--- src/rtl/h2dFramePkg.sv ---
package h2dFramePkg;
  localparam int FRAME_WORDS = 5;
  localparam int IDX_W = 3;
  localparam int LBA_W = 48;
  localparam int CNT_W = 16;

  typedef struct packed {
    logic             capture;
    logic [IDX_W-1:0] wordIdx;
  } frameCtl_t;
endpackage

--- src/rtl/h2d_frame_datapath.sv ---
module h2d_frame_datapath
  import h2dFramePkg::*;
#(
  parameter int SLOT_W = 5,
  parameter int PMP_W = 4,
  parameter logic [7:0] OP_RD_SHORT = 8'hC8,
  parameter logic [7:0] OP_WR_SHORT = 8'hCA,
  parameter logic [7:0] OP_RD_LONG = 8'h25,
  parameter logic [7:0] OP_WR_LONG = 8'h35,
  parameter logic [7:0] OP_RD_QUEUED = 8'h60,
  parameter logic [7:0] OP_WR_QUEUED = 8'h61
) (
  input  logic              clk,
  input  logic              rstN,
  input  logic [LBA_W-1:0]  reqLba,
  input  logic [CNT_W-1:0]  reqCount,
  input  logic              reqWrite,
  input  logic              reqQueued,
  input  logic [SLOT_W-1:0] reqSlot,
  input  logic [PMP_W-1:0]  reqPmp,
  input  logic              devLong,
  input  frameCtl_t         ctl,
  output logic              needsRefusal,
  output logic [31:0]       wordData
);
  localparam int SHORT_BITS = 28;
  localparam logic [CNT_W-1:0] SHORT_CNT_MAX = CNT_W'(256);
  localparam logic [7:0] FRAME_TYPE = 8'h27;
  localparam logic [7:0] DEV_LBA = 8'h40;
  localparam logic [7:0] DEV_FUA = 8'hC0;

  logic             longForm;
  logic [7:0]       opNext, devNext;
  logic [15:0]      featNext, cntNext;
  logic [LBA_W-1:0] lbaNext;

  logic [7:0]       pmpQ, opQ, devQ;
  logic [15:0]      featQ, cntQ;
  logic [LBA_W-1:0] lbaQ;

  assign longForm = (|reqLba[LBA_W-1:SHORT_BITS]) || (reqCount > SHORT_CNT_MAX) || reqQueued;
  assign needsRefusal = longForm && !devLong;

  always_comb begin
    if (!longForm) begin
      opNext   = reqWrite ? OP_WR_SHORT : OP_RD_SHORT;
      featNext = '0;
      devNext  = DEV_LBA | {4'h0, reqLba[27:24]};
      lbaNext  = {{(LBA_W-24){1'b0}}, reqLba[23:0]};
      cntNext  = {8'h00, reqCount[7:0]};
    end else if (reqQueued) begin
      opNext   = reqWrite ? OP_WR_QUEUED : OP_RD_QUEUED;
      featNext = reqCount;
      devNext  = reqWrite ? DEV_FUA : DEV_LBA;
      lbaNext  = reqLba;
      cntNext  = 16'({reqSlot, 3'b000});
    end else begin
      opNext   = reqWrite ? OP_WR_LONG : OP_RD_LONG;
      featNext = '0;
      devNext  = DEV_LBA;
      lbaNext  = reqLba;
      cntNext  = reqCount;
    end
  end

  always_ff @(posedge clk) begin
    if (!rstN) begin
      pmpQ  <= '0;
      opQ   <= '0;
      devQ  <= '0;
      featQ <= '0;
      cntQ  <= '0;
      lbaQ  <= '0;
    end else if (ctl.capture) begin
      pmpQ  <= 8'h80 | 8'(reqPmp);
      opQ   <= opNext;
      devQ  <= devNext;
      featQ <= featNext;
      cntQ  <= cntNext;
      lbaQ  <= lbaNext;
    end
  end

  always_comb begin
    case (ctl.wordIdx)
      3'd0:    wordData = {featQ[7:0], opQ, pmpQ, FRAME_TYPE};
      3'd1:    wordData = {devQ, lbaQ[23:0]};
      3'd2:    wordData = {featQ[15:8], lbaQ[47:24]};
      3'd3:    wordData = {16'h0000, cntQ};
      default: wordData = '0;
    endcase
  end
endmodule

--- src/rtl/h2d_frame_control.sv ---
module h2d_frame_control
  import h2dFramePkg::*;
(
  input  logic      clk,
  input  logic      rstN,
  input  logic      reqValid,
  input  logic      needsRefusal,
  input  logic      wordReady,
  output logic      reqReady,
  output logic      wordValid,
  output logic      wordLast,
  output logic      errPulse,
  output frameCtl_t ctl
);
  localparam logic [IDX_W-1:0] LAST_IDX = IDX_W'(FRAME_WORDS - 1);

  typedef enum logic {ST_IDLE, ST_SEND} state_t;
  state_t           state;
  logic [IDX_W-1:0] idxQ;
  logic             accept;

  assign reqReady    = (state == ST_IDLE);
  assign accept      = reqValid && reqReady;
  assign wordValid   = (state == ST_SEND);
  assign wordLast    = wordValid && (idxQ == LAST_IDX);
  assign ctl.capture = accept && !needsRefusal;
  assign ctl.wordIdx = idxQ;

  always_ff @(posedge clk) begin
    if (!rstN) begin
      state    <= ST_IDLE;
      idxQ     <= '0;
      errPulse <= 1'b0;
    end else begin
      errPulse <= accept && needsRefusal;
      if (ctl.capture) begin
        state <= ST_SEND;
        idxQ  <= '0;
      end else if (wordValid && wordReady) begin
        if (idxQ == LAST_IDX) begin
          state <= ST_IDLE;
          idxQ  <= '0;
        end else begin
          idxQ <= idxQ + 1'b1;
        end
      end
    end
  end

  // a frame does not end before its last word
  a_r1_frame_continues: assert property (@(posedge clk) disable iff (!rstN)
    (wordValid && wordReady && !wordLast) |=> wordValid);
  // the encoder is ready again right after the last word
  a_r10_ready_after_last: assert property (@(posedge clk) disable iff (!rstN)
    (wordValid && wordReady && wordLast) |=> (reqReady && !wordValid));
  // a refusal follows only a refused request
  a_r8_err_origin: assert property (@(posedge clk) disable iff (!rstN)
    $rose(errPulse) |-> $past(reqValid && needsRefusal));
  // no frame word while refusing
  a_r8_err_no_words: assert property (@(posedge clk) disable iff (!rstN)
    errPulse |-> !wordValid);
  // a stalled word stays presented
  a_r9_stall_keeps_valid: assert property (@(posedge clk) disable iff (!rstN)
    (wordValid && !wordReady) |=> (wordValid && $stable(idxQ)));
endmodule

--- src/rtl/h2d_frame_encoder.sv ---
module h2d_frame_encoder
  import h2dFramePkg::*;
#(
  parameter int SLOT_W = 5,
  parameter int PMP_W = 4,
  parameter logic [7:0] OP_RD_SHORT = 8'hC8,
  parameter logic [7:0] OP_WR_SHORT = 8'hCA,
  parameter logic [7:0] OP_RD_LONG = 8'h25,
  parameter logic [7:0] OP_WR_LONG = 8'h35,
  parameter logic [7:0] OP_RD_QUEUED = 8'h60,
  parameter logic [7:0] OP_WR_QUEUED = 8'h61
) (
  input  logic              clk,
  input  logic              rstN,
  input  logic              reqValid,
  output logic              reqReady,
  input  logic [LBA_W-1:0]  reqLba,
  input  logic [CNT_W-1:0]  reqCount,
  input  logic              reqWrite,
  input  logic              reqQueued,
  input  logic [SLOT_W-1:0] reqSlot,
  input  logic [PMP_W-1:0]  reqPmp,
  input  logic              devLong,
  output logic              wordValid,
  input  logic              wordReady,
  output logic [31:0]       wordData,
  output logic              wordLast,
  output logic              errPulse
);
  frameCtl_t ctl;
  logic      needsRefusal;

  h2d_frame_control u_ctrl (
    .clk(clk), .rstN(rstN), .reqValid(reqValid), .needsRefusal(needsRefusal),
    .wordReady(wordReady), .reqReady(reqReady), .wordValid(wordValid),
    .wordLast(wordLast), .errPulse(errPulse), .ctl(ctl)
  );

  h2d_frame_datapath #(
    .SLOT_W(SLOT_W), .PMP_W(PMP_W),
    .OP_RD_SHORT(OP_RD_SHORT), .OP_WR_SHORT(OP_WR_SHORT),
    .OP_RD_LONG(OP_RD_LONG), .OP_WR_LONG(OP_WR_LONG),
    .OP_RD_QUEUED(OP_RD_QUEUED), .OP_WR_QUEUED(OP_WR_QUEUED)
  ) u_data (
    .clk(clk), .rstN(rstN), .reqLba(reqLba), .reqCount(reqCount),
    .reqWrite(reqWrite), .reqQueued(reqQueued), .reqSlot(reqSlot),
    .reqPmp(reqPmp), .devLong(devLong), .ctl(ctl),
    .needsRefusal(needsRefusal), .wordData(wordData)
  );

  // a stalled word keeps its content
  a_r9_hold_data: assert property (@(posedge clk) disable iff (!rstN)
    (wordValid && !wordReady) |=> ($stable(wordData) && $stable(wordLast)));
endmodule

--- config.mk ---
export PLATFORM = sky130hd
export DESIGN_NAME = h2d_frame_encoder
export DESIGN_NICKNAME = d
export VERILOG_FILES = /design/src/rtl/h2dFramePkg.sv /design/src/rtl/h2d_frame_datapath.sv /design/src/rtl/h2d_frame_control.sv /design/src/rtl/h2d_frame_encoder.sv
export SDC_FILE = /design/constraint.sdc
export NUM_CORES = 1
export LEC_CHECK = 0
export ABC_AREA = 1
export BUFFER_PORTS_ARGS = -buffer_cell sky130_fd_sc_hd__buf_2
export CAP_MARGIN = 0
export CORE_UTILIZATION = 54
export DETAILED_ROUTE_END_ITERATION = 6
export PLACE_DENSITY = 0.87
export SYNTH_ARGS = -nofsm -noshare
export SYNTH_HDL_FRONTEND = slang
export SYNTH_SLANG_ARGS = --single-unit
export TNS_END_PERCENT = 100
--- constraint.sdc ---
create_clock -name clk -period 1.94 [get_ports clk]
set_input_delay 0.388 -clock clk [delete_from_list [all_inputs] [get_ports clk]]
set_output_delay 0.388 -clock clk [all_outputs]
set_load 0.1 [all_outputs]
==> results.cfg <==
[sta]
hold_viol = 0
skew_ns = 0.0173
maxSlewHeadroom = 0.602
period_share = 1.18
rsz0062_at_grt = true
fmax_mhz = 438
setup_ws_ns = -0.342
final.min_clock_period_ns = 2.28
slew_violations = 0
setup_tns_ns = -9.12
finalSetupViolCount = 33
tightest_slew_ns = 0.596

[worst_setup_path]
cpPeakStageDelay_ns = 0.37
worstSetupPathType = register to output port
ff2ff_setup_slack_ns = -0.06
r2r_cells = 6
crit_buf_inv = 4
crit_chain = inv_4 > ha_1 > nand2_2 > inv_4 > buf_12 > nand2_1 > o211ai_1 > buf_12
required_ns = 1.55
start_kind = register
crit_family = buffers and inverters
cpMaxStageDelayCell = dfxtp_4
worstPathMaxFanout = 16
cp.arrival_ns = 1.89
cp.depth = 8
cp-end-kind = output port

[cells_and_area]
n_fill_cell = 434
regArea_um2 = 2050
diodes = 0
final_area_um2 = 7120
area_delta_synth_final_pct = 46.9
nNetsFinal = 878
final_layout_size_suffix_gt1_frac = 0.353
multi_input_area_um2 = 2990

[place]
globalplace.congestion = 0.887
dp_hpwl_um = 10100
port_buffers = 115
placed_cell_area_um2 = 6390

[synth]
netlist-cell-type-count = 27
postSynthCellCount = 684
synthTopCellsByArea = dfxtp_1 42%, nand3_1 15%, nand2_1 13%
seq_area_frac_synth = 0.421
syn_nets = 769
synth_seq_cells = 102
synth_common_cells = 162 x nand2_1, 142 x nand3_1, 102 x dfxtp_1
synthesis.area_um2 = 4850
avgSynthCellArea_um2 = 7.08
synth_edf_count = 0
ys.warnings.count = 0
yosys.area_share.adder = 0.0129
yosysTopAreaCell = dfxtp_1
synth-compound-area-share = 0.0966
synth_top_area_share = 0.421
synthXorXnorAreaFrac = 0
yosysMostFrequentCell = nand2_1
synth_top_family_by_area = simple AND/OR/NAND/NOR gates
synth-simple-area-share = 0.375
synth.area.mux_share = 0.0103
ys.flop_type = dfxtp_1
synthArstFlopShare = 0

[drt]
drtAntennaViolNets = 0
via_count = 6047
wirelength_um = 19900
via_per_inst = 6.67
post_drt_wl_per_cell_um = 22.0
firstDrtPassIters = 7
post-route-drc-count = 9
first_iter_violations = 894

[global_route]
grt_max_degree = 51
gr-total-overflow = 0
antenna_found_initial = 0
first_global_vias = 5211
grt_first_pass_wirelength_um = 27000
grt_usage = 0.361

[pwr]
power_density_nw_per_um2 = 698
p_leak_nw = 3.12
peakVddDrop_uv = 360

[die]
die_x_um = 96.7
die-area_um2 = 9360
initial_core_util = 0.556
pin_count = 116
row_count = 34
coreArea_um2 = 8720
die_y_um = 96.7

[clock_network]
insertion_delay_ns = 0.39
cts_tree = done
path_clk_slew_ns = 0.11
root_buffer = clkbuf_8
cts.sinks = 102
clk_path_buf_depth = 2
htreeDepth = 3
cts_buffers = 9
ctsHoldBuffers = 0

[flow_run]
drv_cap = 0

[run_status]
violations = design-rule violations, negative setup slack
status = complete, but fails checks

[worst_hold_path]
hold_depth = 3
hold_path_class = input port to register
==> cell families (layout without fill, tap and decap cells) <==
family,Yosys count,in the layout
flip-flops,102,102
AND/OR/NAND/NOR,400,400
buffers and inverters,83,197
adder cells (fa/ha/maj),5,5
multiplexers,5,5
AO/OA/AOI/OAI,89,89
==> final cells by class <==
class | count | area share
sequential | 102 | 0.289
tap | 108 | 0.0190
clock buffer | 11 | 0.0199
timing repair buffer | 151 | 0.218
clock inverter | 5 | 0.0149
inverter | 30 | 0.0195
multi-input combinational | 499 | 0.420
==> worst paths after layout <==
path	end	from
worst max register to register	u_data.cntQ[10]	u_ctrl.wordValid
worst min-delay path	u_data.featQ[3]	reqCount[3]
worst max-delay path	wordData[22]	u_ctrl.idxQ[1]
worst min register to register	u_data.featQ[14]	u_data.featQ[14]
==> per-stage QoR <==
step / utilization / std cells / setup WS (ns) / hold WS, ns / total power (W)
after floorplan: - / 684 / -0.510 / 0.437 / 0.00290
after global placement: 0.732 / 874 / 0.104 / 0.446 / 0.00318
after detailed placement: 0.732 / 874 / 0.0138 / 0.454 / 0.00321
after CTS: 0.791 / 898 / -0.269 / 0.227 / 0.00484
after global routing: 0.816 / 906 / -0.392 / 0.235 / 0.00509
final: 0.816 / 906 / -0.342 / 0.241 / 0.00497
==> worst reg2reg max path: stages (launching register included) <==
cell and delay (ns):
dfxtp_4 0.37, clkinvlp_4 0.13, nand2_4 0.11, nor2_1 0.16
buf_4 0.17, nand4_1 0.45, o21ai_0 0.51
==> what timing repair did <==
item / CTS / global route
gates cloned: 4 / 2
hold endpoints to repair: 0 / 0
gates resized for setup: 53 / 28
pin swaps: 13 / 7
buffers inserted: 4 / 6
endpoints found under the setup margin: 33 / 33
==> registers in the layout (all words and copies together), names as in the netlist <==
| register | count |
|---|---|
| u_data.lbaQ | 48 |
| u_data.devQ | 6 |
| u_data.featQ | 16 |
| u_data.opQ | 7 |
| u_ctrl.idxQ | 3 |
| u_ctrl.errPulse | 1 |
| u_ctrl.wordValid | 1 |
| u_data.pmpQ | 4 |
| u_data.cntQ | 16 |
==> per-layer routing <==
| layer | GRT usage | share of wire |
|---|---|---|
| met1 | 0.460 | 0.34 |
| met2 | 0.573 | 0.43 |
| met3 | 0.0860 | 0.14 |
| met4 | 0.177 | 0.095 |
| met5 | 0 | 0 |
==> layout by cell type, fill, tap and decap left out, types with 3 or more instances in the layout <==
cell type,n
nand3_2,34
o211ai_1,3
ha_1,3
inv_4,3
nor2_1,55
a21oi_2,4
nand3_1,94
nand2_4,8
buf_2,81
nand3_4,15
clkinvlp_4,3
mux2i_1,5
buf_4,19
nand2_2,32
nand3b_1,24
dfxtp_4,3
clkbuf_8,10
nand2_1,125
inv_1,22
o21ai_0,22
a21oi_1,31
a21oi_4,4
dfxtp_1,98
o21ai_1,22
bufinv_16,3
buf_6,4
nand4_1,9
buf_12,41
==> report_power, final <==
group	internal, W	leakage (nW)	switching, W	total [W]
Clock	0.000895	0.120	0.000782	0.00168
Sequential	0.00219	0.836	0.0000816	0.00227
Combinational	0.000349	2.16	0.000671	0.00102
Power figures use the tool's default switching activity.
